## src/rtl/lpm_pkg.sv

```systemverilog
package lpm_pkg;
  localparam int NUM_MODES = 6;
  localparam int CODE_W    = 3;
  localparam int ADDR_MODE   = 0;
  localparam int ADDR_RETAIN = 1;
  localparam int ADDR_STATUS = 2;
  localparam int ADDR_CFG    = 3;

  typedef enum logic [2:0] {
    M_STOP0    = 3'd0,
    M_STOP1    = 3'd1,
    M_STOP2    = 3'd2,
    M_STOP3    = 3'd3,
    M_STANDBY  = 3'd4,
    M_SHUTDOWN = 3'd5
  } lpm_mode_e;

  // Resolve a programmed code to a mode; the top code pair depends on retention.
  function automatic lpm_mode_e resolve_mode(input logic [CODE_W-1:0] code,
                                             input logic retain);
    if (!code[2]) return lpm_mode_e'({1'b0, code[1:0]});
    if (!code[1]) return M_STANDBY;
    return retain ? M_STANDBY : M_SHUTDOWN;
  endfunction

  // Protection rule for the mode-control register group.
  function automatic logic group_access_ok(input logic sec_en, input logic spriv,
                                           input logic nspriv, input logic is_sec,
                                           input logic is_priv);
    logic need_priv;
    need_priv = sec_en ? spriv : nspriv;
    return (!sec_en || is_sec) && (!need_priv || is_priv);
  endfunction
endpackage

```

## src/rtl/lpm_access_gate.sv

```systemverilog
module lpm_access_gate
  import lpm_pkg::*;
#(
  parameter int ADDR_W = 4
) (
  input  logic              valid_i,
  input  logic              write_i,
  input  logic [ADDR_W-1:0] addr_i,
  input  logic              secure_i,
  input  logic              priv_i,
  input  logic              sec_en_i,
  input  logic              spriv_i,
  input  logic              nspriv_i,
  output logic              grp_ok_o,
  output logic              cfg_full_o,
  output logic              cfg_ns_o,
  output logic              denied_o
);
  logic grp_hit;
  logic cfg_wr;

  assign grp_hit = valid_i && (addr_i == ADDR_W'(ADDR_MODE) ||
                               addr_i == ADDR_W'(ADDR_RETAIN) ||
                               addr_i == ADDR_W'(ADDR_STATUS));
  assign grp_ok_o = grp_hit &&
                    group_access_ok(sec_en_i, spriv_i, nspriv_i, secure_i, priv_i);
  assign cfg_wr     = valid_i && write_i && (addr_i == ADDR_W'(ADDR_CFG));
  assign cfg_full_o = cfg_wr && priv_i && secure_i;
  assign cfg_ns_o   = cfg_wr && priv_i;
  assign denied_o   = (grp_hit && !grp_ok_o) || (cfg_wr && !priv_i);
endmodule

```

## src/rtl/lpm_mode_engine.sv

```systemverilog
module lpm_mode_engine
  import lpm_pkg::*;
(
  input  logic                 clk_i,
  input  logic                 rst_n_i,
  input  logic [CODE_W-1:0]    code_i,
  input  logic                 retain_i,
  input  logic                 entry_i,
  input  logic                 exit_i,
  output logic [NUM_MODES-1:0] mode_req_o,
  output logic                 idle_o,
  output logic                 stop_set_o,
  output logic                 stdby_set_o
);
  lpm_mode_e            sel;
  logic [NUM_MODES-1:0] onehot;
  logic                 enter_ev;

  assign sel = resolve_mode(code_i, retain_i);

  for (genvar i = 0; i < NUM_MODES; i++) begin : g_hot
    assign onehot[i] = (sel == lpm_mode_e'(3'(i)));
  end

  assign idle_o      = ~|mode_req_o;
  assign enter_ev    = rst_n_i && entry_i && idle_o;
  assign stop_set_o  = enter_ev && (sel < M_STANDBY);
  assign stdby_set_o = enter_ev && (sel == M_STANDBY);

  always_ff @(posedge clk_i or negedge rst_n_i) begin
    if (!rst_n_i)                 mode_req_o <= '0;
    else if (!idle_o && exit_i)   mode_req_o <= '0;
    else if (enter_ev)            mode_req_o <= onehot;
  end
endmodule

```

## src/rtl/lpm_status_flags.sv

```systemverilog
module lpm_status_flags (
  input  logic clk_i,
  input  logic por_n_i,
  input  logic rst_n_i,
  input  logic stop_set_i,
  input  logic stdby_set_i,
  input  logic clear_i,
  output logic stop_flag_o,
  output logic standby_flag_o
);
  // Stop flag follows the combined reset.
  always_ff @(posedge clk_i or negedge rst_n_i) begin
    if (!rst_n_i)        stop_flag_o <= 1'b0;
    else if (stop_set_i) stop_flag_o <= 1'b1;
    else if (clear_i)    stop_flag_o <= 1'b0;
  end

  // Standby flag only sees the power-on reset.
  always_ff @(posedge clk_i or negedge por_n_i) begin
    if (!por_n_i)         standby_flag_o <= 1'b0;
    else if (stdby_set_i) standby_flag_o <= 1'b1;
    else if (clear_i)     standby_flag_o <= 1'b0;
  end
endmodule

```

## src/rtl/lpm_sel_ctrl.sv

```systemverilog
module lpm_sel_ctrl
  import lpm_pkg::*;
#(
  parameter int ADDR_W = 4,
  parameter int DATA_W = 8
) (
  input  logic                 clk_i,
  input  logic                 por_n_i,
  input  logic                 sys_rst_n_i,
  input  logic                 deep_sleep_i,
  input  logic                 wake_i,
  input  logic                 reg_smps_i,
  input  logic                 bus_valid_i,
  input  logic                 bus_write_i,
  input  logic [ADDR_W-1:0]    bus_addr_i,
  input  logic [DATA_W-1:0]    bus_wdata_i,
  input  logic                 bus_secure_i,
  input  logic                 bus_priv_i,
  output logic [DATA_W-1:0]    bus_rdata_o,
  output logic                 bus_err_o,
  output logic [NUM_MODES-1:0] mode_req_o,
  output logic                 stop_flag_o,
  output logic                 standby_flag_o
);
  logic              rst_n;
  logic [CODE_W-1:0] code_q;
  logic              retain_q;
  logic              sec_en_q, spriv_q, nspriv_q;
  logic              grp_ok, cfg_full, cfg_ns, acc_denied;
  logic              wr_access, rd_access;
  logic              wr_code, wr_retain, flag_clear;
  logic              idle, stop_set, stdby_set;
  logic [DATA_W-1:0] rd_next;
  logic              unused_wdata;

  assign rst_n        = por_n_i & sys_rst_n_i;
  assign unused_wdata = ^bus_wdata_i[DATA_W-1:CODE_W];

  lpm_access_gate #(.ADDR_W(ADDR_W)) u_gate (
    .valid_i (bus_valid_i),  .write_i (bus_write_i), .addr_i (bus_addr_i),
    .secure_i(bus_secure_i), .priv_i  (bus_priv_i),
    .sec_en_i(sec_en_q),     .spriv_i (spriv_q),     .nspriv_i(nspriv_q),
    .grp_ok_o(grp_ok),       .cfg_full_o(cfg_full),  .cfg_ns_o(cfg_ns),
    .denied_o(acc_denied)
  );

  assign wr_access  = grp_ok && bus_write_i;
  assign rd_access  = bus_valid_i && !bus_write_i && !acc_denied;
  assign wr_code    = wr_access && bus_addr_i == ADDR_W'(ADDR_MODE);
  assign wr_retain  = wr_access && bus_addr_i == ADDR_W'(ADDR_RETAIN) && !reg_smps_i;
  assign flag_clear = wr_access && bus_addr_i == ADDR_W'(ADDR_STATUS) &&
                      bus_wdata_i[0] && sys_rst_n_i;

  always_ff @(posedge clk_i or negedge rst_n) begin
    if (!rst_n) begin
      code_q   <= '0;
      retain_q <= 1'b0;
      sec_en_q <= 1'b0;
      spriv_q  <= 1'b0;
      nspriv_q <= 1'b0;
    end else begin
      if (wr_code)   code_q   <= bus_wdata_i[CODE_W-1:0];
      if (wr_retain) retain_q <= bus_wdata_i[0];
      if (cfg_full) begin
        sec_en_q <= bus_wdata_i[0];
        spriv_q  <= bus_wdata_i[1];
      end
      if (cfg_ns)    nspriv_q <= bus_wdata_i[2];
    end
  end

  lpm_mode_engine u_engine (
    .clk_i      (clk_i),      .rst_n_i   (rst_n),
    .code_i     (code_q),     .retain_i  (retain_q),
    .entry_i    (deep_sleep_i), .exit_i  (wake_i),
    .mode_req_o (mode_req_o), .idle_o    (idle),
    .stop_set_o (stop_set),   .stdby_set_o(stdby_set)
  );

  lpm_status_flags u_flags (
    .clk_i      (clk_i),     .por_n_i      (por_n_i),  .rst_n_i(rst_n),
    .stop_set_i (stop_set),  .stdby_set_i  (stdby_set), .clear_i(flag_clear),
    .stop_flag_o(stop_flag_o), .standby_flag_o(standby_flag_o)
  );

  always_comb begin
    rd_next = '0;
    if (rd_access) begin
      if (bus_addr_i == ADDR_W'(ADDR_MODE))        rd_next = DATA_W'(code_q);
      else if (bus_addr_i == ADDR_W'(ADDR_RETAIN)) rd_next = DATA_W'(retain_q);
      else if (bus_addr_i == ADDR_W'(ADDR_STATUS)) rd_next = DATA_W'({standby_flag_o, stop_flag_o});
      else if (bus_addr_i == ADDR_W'(ADDR_CFG))    rd_next = DATA_W'({nspriv_q, spriv_q, sec_en_q});
    end
  end

  always_ff @(posedge clk_i or negedge rst_n) begin
    if (!rst_n) begin
      bus_rdata_o <= '0;
      bus_err_o   <= 1'b0;
    end else begin
      bus_rdata_o <= rd_next;
      bus_err_o   <= acc_denied;
    end
  end
endmodule

```

## config.mk

```make
export PLATFORM = sky130hd
export DESIGN_NAME = lpm_sel_ctrl
export DESIGN_NICKNAME = d
export VERILOG_FILES = /design/src/rtl/lpm_pkg.sv /design/src/rtl/lpm_access_gate.sv /design/src/rtl/lpm_mode_engine.sv /design/src/rtl/lpm_status_flags.sv /design/src/rtl/lpm_sel_ctrl.sv
export SDC_FILE = /design/constraint.sdc
export NUM_CORES = 1
export LEC_CHECK = 0
export ABC_AREA = 1
export BUFFER_PORTS_ARGS = -buffer_cell sky130_fd_sc_hd__clkbuf_2
export CORE_ASPECT_RATIO = 1.5
export CORE_MARGIN = 4
export CORE_UTILIZATION = 30
export CTS_CLUSTER_DIAMETER = 200
export DETAILED_ROUTE_END_ITERATION = 10
export PLACE_DENSITY = 0.55
export REMOVE_ABC_BUFFERS = 1
export SKIP_LAST_GASP = 1
export SLEW_MARGIN = 5
export SYNTH_ARGS = -nofsm -noshare
export SYNTH_HDL_FRONTEND = slang
export SYNTH_SLANG_ARGS = --single-unit
```

## constraint.sdc

```tcl
create_clock -name clk_i -period 1.42 [get_ports clk_i]
set_clock_uncertainty 0.15 [all_clocks]
set_input_delay 0.213 -clock clk_i [delete_from_list [all_inputs] [get_ports clk_i]]
set_output_delay 0.213 -clock clk_i [all_outputs]
set_load 0.01 [all_outputs]
```

==> flow_metrics.env, run 1 <==
export IMPL_io_pins=39
export IMPL_drt_iter0_drc=23
export IMPL_power_leakage_nw=0.736
export IMPL_clk_latency_ns=0.26
export IMPL_status="completed"
export IMPL_period_minus_slack_ns=1.33
export IMPL_ys_seq_area_share_pct=42.6
export IMPL_post_route_drc_count=0
export IMPL_netSwitchingFraction_pct=33.3
export IMPL_dpl_hpwl_um=2060
export IMPL_seq_power_share_pct=46.4
export IMPL_fmax_mhz=755
export IMPL_worstPathArrival_ns=1.36
export IMPL_syn_avg_cell_area_sq_um=7.75
export IMPL_crit_type="reg -> reg"
export IMPL_hp_class="in -> reg"
export IMPL_start_util_pct=32.1
export IMPL_synthTopCellsByArea="dfrtp_1 43%, nand2_1 11%, inv_1 6.7%"
export IMPL_grt_max_degree=19
export IMPL_drt_pass1_iter_count=4
export IMPL_synthArstFlopShare_pct=100
export IMPL_area_delta_synth_final_pct=23.5
export IMPL_root_buffer="clkbuf_8"
export IMPL_grt_pass1_vias=1085
export IMPL_synth_top_area_share_pct=42.6
export IMPL_rsz0062_at_grt="yes"
export IMPL_max_cap_violations=0
export IMPL_gp_congestion=0.800
export IMPL_drive_above_1_share_pct=28.5
export IMPL_power_density_mw_per_mm2=998
export IMPL_diodes=0
export IMPL_port_buffers=28
export IMPL_yosysWarningCount=0
export IMPL_antenna_found_initial=0
export IMPL_grt_use_total_pct=12.1
export IMPL_comb_power_share_pct=25.6
export IMPL_ys_types=21
export IMPL_worstPathRequired_ns=1.45
export IMPL_drv_slew=0
export IMPL_synthCells=144
export IMPL_synth_area_sq_mm=0.00112
export IMPL_ctsHtreeMaxLevel=1
export IMPL_p_switching_mw=0.458
export IMPL_post_synth_top_count_cell="nand2_1"
export IMPL_power_mw=1.38
export IMPL_cts_buffer_depth=2
export IMPL_num_rows=26
export IMPL_antenna_left=0
export IMPL_cts_tree="built"
export IMPL_die_y_um=82.7
export IMPL_die_x_um=57.8
export IMPL_tns_ns=0
export IMPL_grt_pass1_wl_um=4570
export IMPL_period_share_pct=93.3
export IMPL_ys_ff_latch=19
export IMPL_yosys_most_used_dff="dfrtp_1"
export IMPL_critPathCaptureType="flip-flop"
export IMPL_via_per_inst=4.61
export IMPL_wirelength_um=2540
export IMPL_synth_edff_count=0
export IMPL_nNetsFinal=202
export IMPL_power_internal_mw=0.918
export IMPL_clk_pin_slew_ns=0.08
export IMPL_clkPwrFrac_pct=28.0
export IMPL_start_kind="flip-flop"
export IMPL_cts_sinks=19
export IMPL_path_max_fanout=5
export IMPL_ir_drop_uv=523
export IMPL_final_hold_violation_count=0
export IMPL_synth_top_cell_by_area="dfrtp_1"
export IMPL_vias=1018
export IMPL_core_area_sq_mm=0.00348
export IMPL_cts_buffers=3
export IMPL_post_drt_wl_per_cell_um=11.5
export IMPL_grt_ovfl_total=0
export IMPL_fill_cells=381
export IMPL_dieArea_sq_mm=0.00478
export IMPL_synth_common_cells="32 x nand2_1, 20 x inv_1, 19 x dfrtp_1, 19 x nor2_1, 11 x nand3_1"
export IMPL_setup_viol=0
==> worst paths after layout <==
kind | from | to | slack (ns) | depth (start not counted)
setup / recovery | u_engine.mode_req_o[1] | u_engine.mode_req_o[4] | 0.09 | 5
hold / removal | bus_wdata_i[1] | spriv_q | 0.05 | 3
setup reg to reg | u_engine.mode_req_o[1] | u_engine.mode_req_o[4] | 0.09 | 5
hold reg to reg | retain_q | retain_q | 0.35 | 2
max in group asynchronous | sys_rst_n_i | u_engine.mode_req_o[2] | 0.47 | 5
min in group asynchronous | por_n_i | u_flags.standby_flag_o | 0.11 | 2
==> critical path: stages (launching register included) <==
cell and delay, ns:
dfrtp_1 0.40, nor2_1 0.15, nand3_1 0.16, nor2_4 0.16
nand2_1 0.09, a21boi_0 0.14
==> routing by layer <==
layer  track usage (%)  wire, um  vias to the layer above
met2              22.2      1370                       20
met4              6.03        23                        0
li1                  -         -                      517
met1              13.2      1020                      479
met5                 0         0                        -
met3              2.18       131                        2
==> flip-flops by register name, indices dropped and copies added (netlist names) <==
register / flops
code_q: 3
nspriv_q: 1
spriv_q: 1
bus_rdata_o: 3
retain_q: 1
bus_err_o: 1
u_engine.mode_req_o: 6
u_flags.standby_flag_o: 1
u_flags.stop_flag_o: 1
sec_en_q: 1
==> layout by cell type, fill, tap and decap left out, types with 3 or more instances in the layout <==
master	netlist	routed
nand4_1	7	7
clkbuf_2	0	28
nand3_1	11	11
nand3_2	4	4
nand2_1	32	30
o21ai_0	7	6
dfrtp_1	19	19
conb_1	1	5
nand2_2	2	4
clkbuf_8	0	3
o21ai_1	2	3
nor2_1	19	18
inv_1	20	20
==> layout make-up <==
type,instances,area (sq um),share of cell area (%)
multi-input combinational,102,547,39.7
sequential,19,475,34.5
timing repair buffer,32,175,12.7
inverter,22,82.6,5.99
tap,42,52.6,3.81
clock buffer,3,41.3,2.99
clock inverter,1,5.00,0.363
==> power groups by stage <==
| stage | Combinational, mW | Sequential (mW) | Clock (mW) |
|---|---|---|---|
| floorplan | 0.193 | 0.659 | 0 |
| global placement | 0.330 | 0.645 | 0 |
| detailed placement | 0.337 | 0.647 | 0 |
| CTS | 0.342 | 0.636 | 0.396 |
| global route | 0.401 | 0.646 | 0.426 |
| finish | 0.352 | 0.638 | 0.386 |
==> repair_timing <==
action | 4_1_cts | 5_1_grt
hold endpoints to repair | 19 | 0
gates resized for setup | 0 | 5
setup endpoints to repair | 0 | 10
hold buffers | 2 | 0
setup buffers | 0 | 1
==> cells by family after synthesis <==
| family | count (synthesis) | share of synthesized area (%) |
|---|---|---|
| AND/OR/NAND/NOR | 83 | 39.5 |
| buffers and inverters | 27 | 10.8 |
| AO/OA/AOI/OAI | 14 | 6.84 |
| other | 1 | 0.336 |
| flip-flops | 19 | 42.6 |
==> stage by stage <==
| stage | utilization [%] | area (sq um) | cells | setup WS, ns | hold slack (ns) |
|---|---|---|---|---|---|
| 6_report | 39.6 | 1380 | 221 | 0.0949 | 0.0458 |
| 5_1_grt | 39.6 | 1380 | 221 | -0.0167 | 0.0658 |
| 4_1_cts | 39.1 | 1360 | 220 | 0.0469 | 0.0430 |
| 3_5_place_dp | 37.2 | 1290 | 214 | 0.0566 | -0.152 |
| 3_3_place_gp | 37.2 | 1290 | 214 | 0.0841 | -0.154 |
| 2_1_floorplan | - | 1090 | 143 | 0.178 | -0.233 |
No activity file was read; power rests on OpenSTA's default activity.
==> inputs of run 2 (changes only) <==
--- a/config.mk
+++ b/config.mk
@@ -9,13 +9,14 @@
 export BUFFER_PORTS_ARGS = -buffer_cell sky130_fd_sc_hd__clkbuf_2
 export CORE_ASPECT_RATIO = 1.5
 export CORE_MARGIN = 4
-export CORE_UTILIZATION = 30
+export CORE_UTILIZATION = 41
 export CTS_CLUSTER_DIAMETER = 200
 export DETAILED_ROUTE_END_ITERATION = 10
-export PLACE_DENSITY = 0.55
+export PLACE_DENSITY = 0.69
 export REMOVE_ABC_BUFFERS = 1
 export SKIP_LAST_GASP = 1
 export SLEW_MARGIN = 5
 export SYNTH_ARGS = -nofsm -noshare
 export SYNTH_HDL_FRONTEND = slang
+export SYNTH_HIERARCHICAL = 1
 export SYNTH_SLANG_ARGS = --single-unit
==> run 2 against run 1 <==
Net effect: sequential cell count unchanged; setup slack worse by 0.12 ns; the flow now finishes with violations (negative setup slack); core utilization up 17 points; clock power down 4%; wire length up 5.2%; first-iteration DRC count up 8.7%; sequential share of layout area down 3.2 points; cell area up 10%; highest routed layer unchanged; global-route usage up 3.7 points; critical endpoint is now code_q[2]; area after synthesis up 4.3%; total power down 2.2%.
==> flow_metrics.env, run 2 <==
export IMPL_gp_congestion=0.829
export IMPL_vias=1113
export IMPL_ir_drop_uv=451
export IMPL_grt_max_degree=19
export IMPL_antenna_found_initial=0
export IMPL_die_x_um=51.5
export IMPL_post_drt_wl_per_cell_um=11.2
export IMPL_grt_pass1_vias=1199
export IMPL_postPlaceCellArea_sq_mm=0.00142
export IMPL_drv_slew=0
export IMPL_num_rows=23
export IMPL_multiInputGateArea_sq_um=593
export IMPL_cts_sinks=19
export IMPL_power_density_mw_per_mm2=886
export IMPL_grt_util_met1_pct=15.1
export IMPL_period_minus_slack_ns=1.45
export IMPL_reg2reg_depth=10
export IMPL_hp_start="bus_wdata_i[1]"
export IMPL_min_path_cells=3
export IMPL_power_leakage_nw=0.876
export IMPL_ff2ff_setup_slack_ns=-0.03
export IMPL_hp_class="in -> reg"
export IMPL_wirelength_um=2670
export IMPL_finish_utilization_pct=56.2
export IMPL_hold_slack_ns=0.0259
export IMPL_grt_pass1_wl_um=4660
export IMPL_crit_type="reg -> reg"
export IMPL_io_pins=39
export IMPL_holdPathEnd="code_q[1]"
export IMPL_core_area_sq_mm=0.00271
export IMPL_antenna_left=0
export IMPL_design_area_sq_mm=0.00152
export IMPL_cpPeakStageDelay_ns=0.38
export IMPL_power_mw=1.35
export IMPL_start_util_pct=43.0
export IMPL_timing_final_ws_setup_ns=-0.0273
export IMPL_period_share_pct=102
export IMPL_port_buffers=28
export IMPL_grtUsageMet2_pct=31.4
export IMPL_nNetsFinal=225
export IMPL_drt_iter0_drc=25
export IMPL_worstPathRequired_ns=1.45
export IMPL_start_kind="flip-flop"
export IMPL_critPathCaptureType="flip-flop"
export IMPL_top_regs="u_engine/mode_req_o: 6 flops, bus_rdata_o: 3 flops, code_q: 3 flops"
export IMPL_synthCells=156
export IMPL_via_per_inst=4.66
export IMPL_rsz0062_at_grt="yes"
export IMPL_regMostFlops="u_engine/mode_req_o"
export IMPL_synth_area_sq_mm=0.00116
export IMPL_drive_above_1_share_pct=36.1
export IMPL_dpl_hpwl_um=2090
export IMPL_cts_buffers=3
export IMPL_yosysWarningCount=6
export IMPL_layout_common_cells="39 x nand2_1, 28 x clkbuf_2, 22 x inv_1"
export IMPL_crit_chain="inv_1 > nand2_1 > nand2_1 > nand2_2 > a21oi_2 > nand2_2 > buf_6 > nor2_4 > nand2_1 > o21ai_1"
export IMPL_final_hold_violation_count=0
export IMPL_root_buffer="clkbuf_8"
export IMPL_diodes=0
export IMPL_violations="negative setup slack"
export IMPL_clk_pin_slew_ns=0.07
export IMPL_top_usage_layer="met2"
export IMPL_slowest_stage="dfrtp_1"
export IMPL_drt_pass1_iter_count=4
export IMPL_fmax_mhz=691
export IMPL_cp_depth=10
export IMPL_path_max_fanout=4
export IMPL_setup_viol=1
export IMPL_largest_reg_flops=6
export IMPL_path_common_cell="nand2_1"
export IMPL_area_delta_synth_final_pct=30.5
export IMPL_status="complete, but fails checks"
export IMPL_met3_usage_pct=3.07
export IMPL_fill_cells=283
export IMPL_post_place_ws_ns=-0.0647
export IMPL_grt_use_total_pct=15.8
export IMPL_syn_avg_cell_area_sq_um=7.46
export IMPL_max_cap_violations=0
export IMPL_reg2reg_to="code_q[2]"
export IMPL_cts_buffer_depth=2
export IMPL_cts_tree="built"
export IMPL_path_buf_inv=2
export IMPL_die_y_um=73.2
export IMPL_dieArea_sq_mm=0.00377
export IMPL_final_common_cell="nand2_1"
export IMPL_clk_latency_ns=0.25
export IMPL_register_area_sq_um=475
export IMPL_ctsHtreeMaxLevel=1
export IMPL_grt_ovfl_total=0
export IMPL_post_route_drc_count=0
export IMPL_timing_rr_start="spriv_q"
export IMPL_worstPathArrival_ns=1.48
export IMPL_path_delay_family="simple AND/OR/NAND/NOR gates"
-- run 2: cell count changes in the layout (fill, tap and decap cells not counted), sizes merged, moves of 2 or more --
cell    delta
buf       +11
mux2       +2
nor3       +5
nor2       -2
nand3      +5
nand4      -5
o21ai      -4
nand2     +10
a21boi     -2
inv        +4
-- run 2: metal layers --
metal,up-vias,wire length (um),part of all wire [%]
li1,571,-,-
met1,513,996,37
met2,25,1510,56
met3,4,133,5.0
met4,0,35,1.3
met5,-,0,0
-- run 2: worst min-delay path, stage by stage --
cell and delay, ns:
clkbuf_2 0.09, nand2_1 0.05, nand2_1 0.05
-- run 2: layout make-up --
class	count	area share (%)
Sequential cell	19	31.3
Clock buffer	4	2.97
Inverter	26	6.43
Multi-Input combinational cell	110	39.0
Timing Repair Buffer	43	17.2
Tap cell	37	3.05
-- run 2: repair_timing --
action	CTS	global route
hold buffers	2	0
cloned	0	0
pin swaps	6	1
setup endpoints to repair	8	9
endpoints found under the hold margin	19	0
gates resized for setup	6	3
setup buffers	0	1
-- run 2: how the worst max path moves through the flow --
stage / startpoint / to / slack (ns)
after detailed placement: spriv_q / bus_rdata_o[2] / -0.06
after global routing: spriv_q / u_flags/standby_flag_o / -0.14
after CTS: spriv_q / code_q[2] / -0.01
after floorplan: por_n_i / u_flags/stop_flag_o / -0.08
after global placement: spriv_q / bus_rdata_o[2] / -0.06
final: spriv_q / code_q[2] / -0.03
-- run 2: power breakdown --
| part | switching [mW] | internal, mW |
|---|---|---|
| Clock | 0.171 | 0.199 |
| Combinational | 0.213 | 0.137 |
| Sequential | 0.0393 | 0.586 |
-- run 2: per-stage QoR --
stage               TNS [ns]  instances
finish               -0.0273        239
global route          -0.921        239
CTS                  -0.0165        238
detailed placement    -0.362        232
global placement      -0.201        232
floorplan             -0.562        155
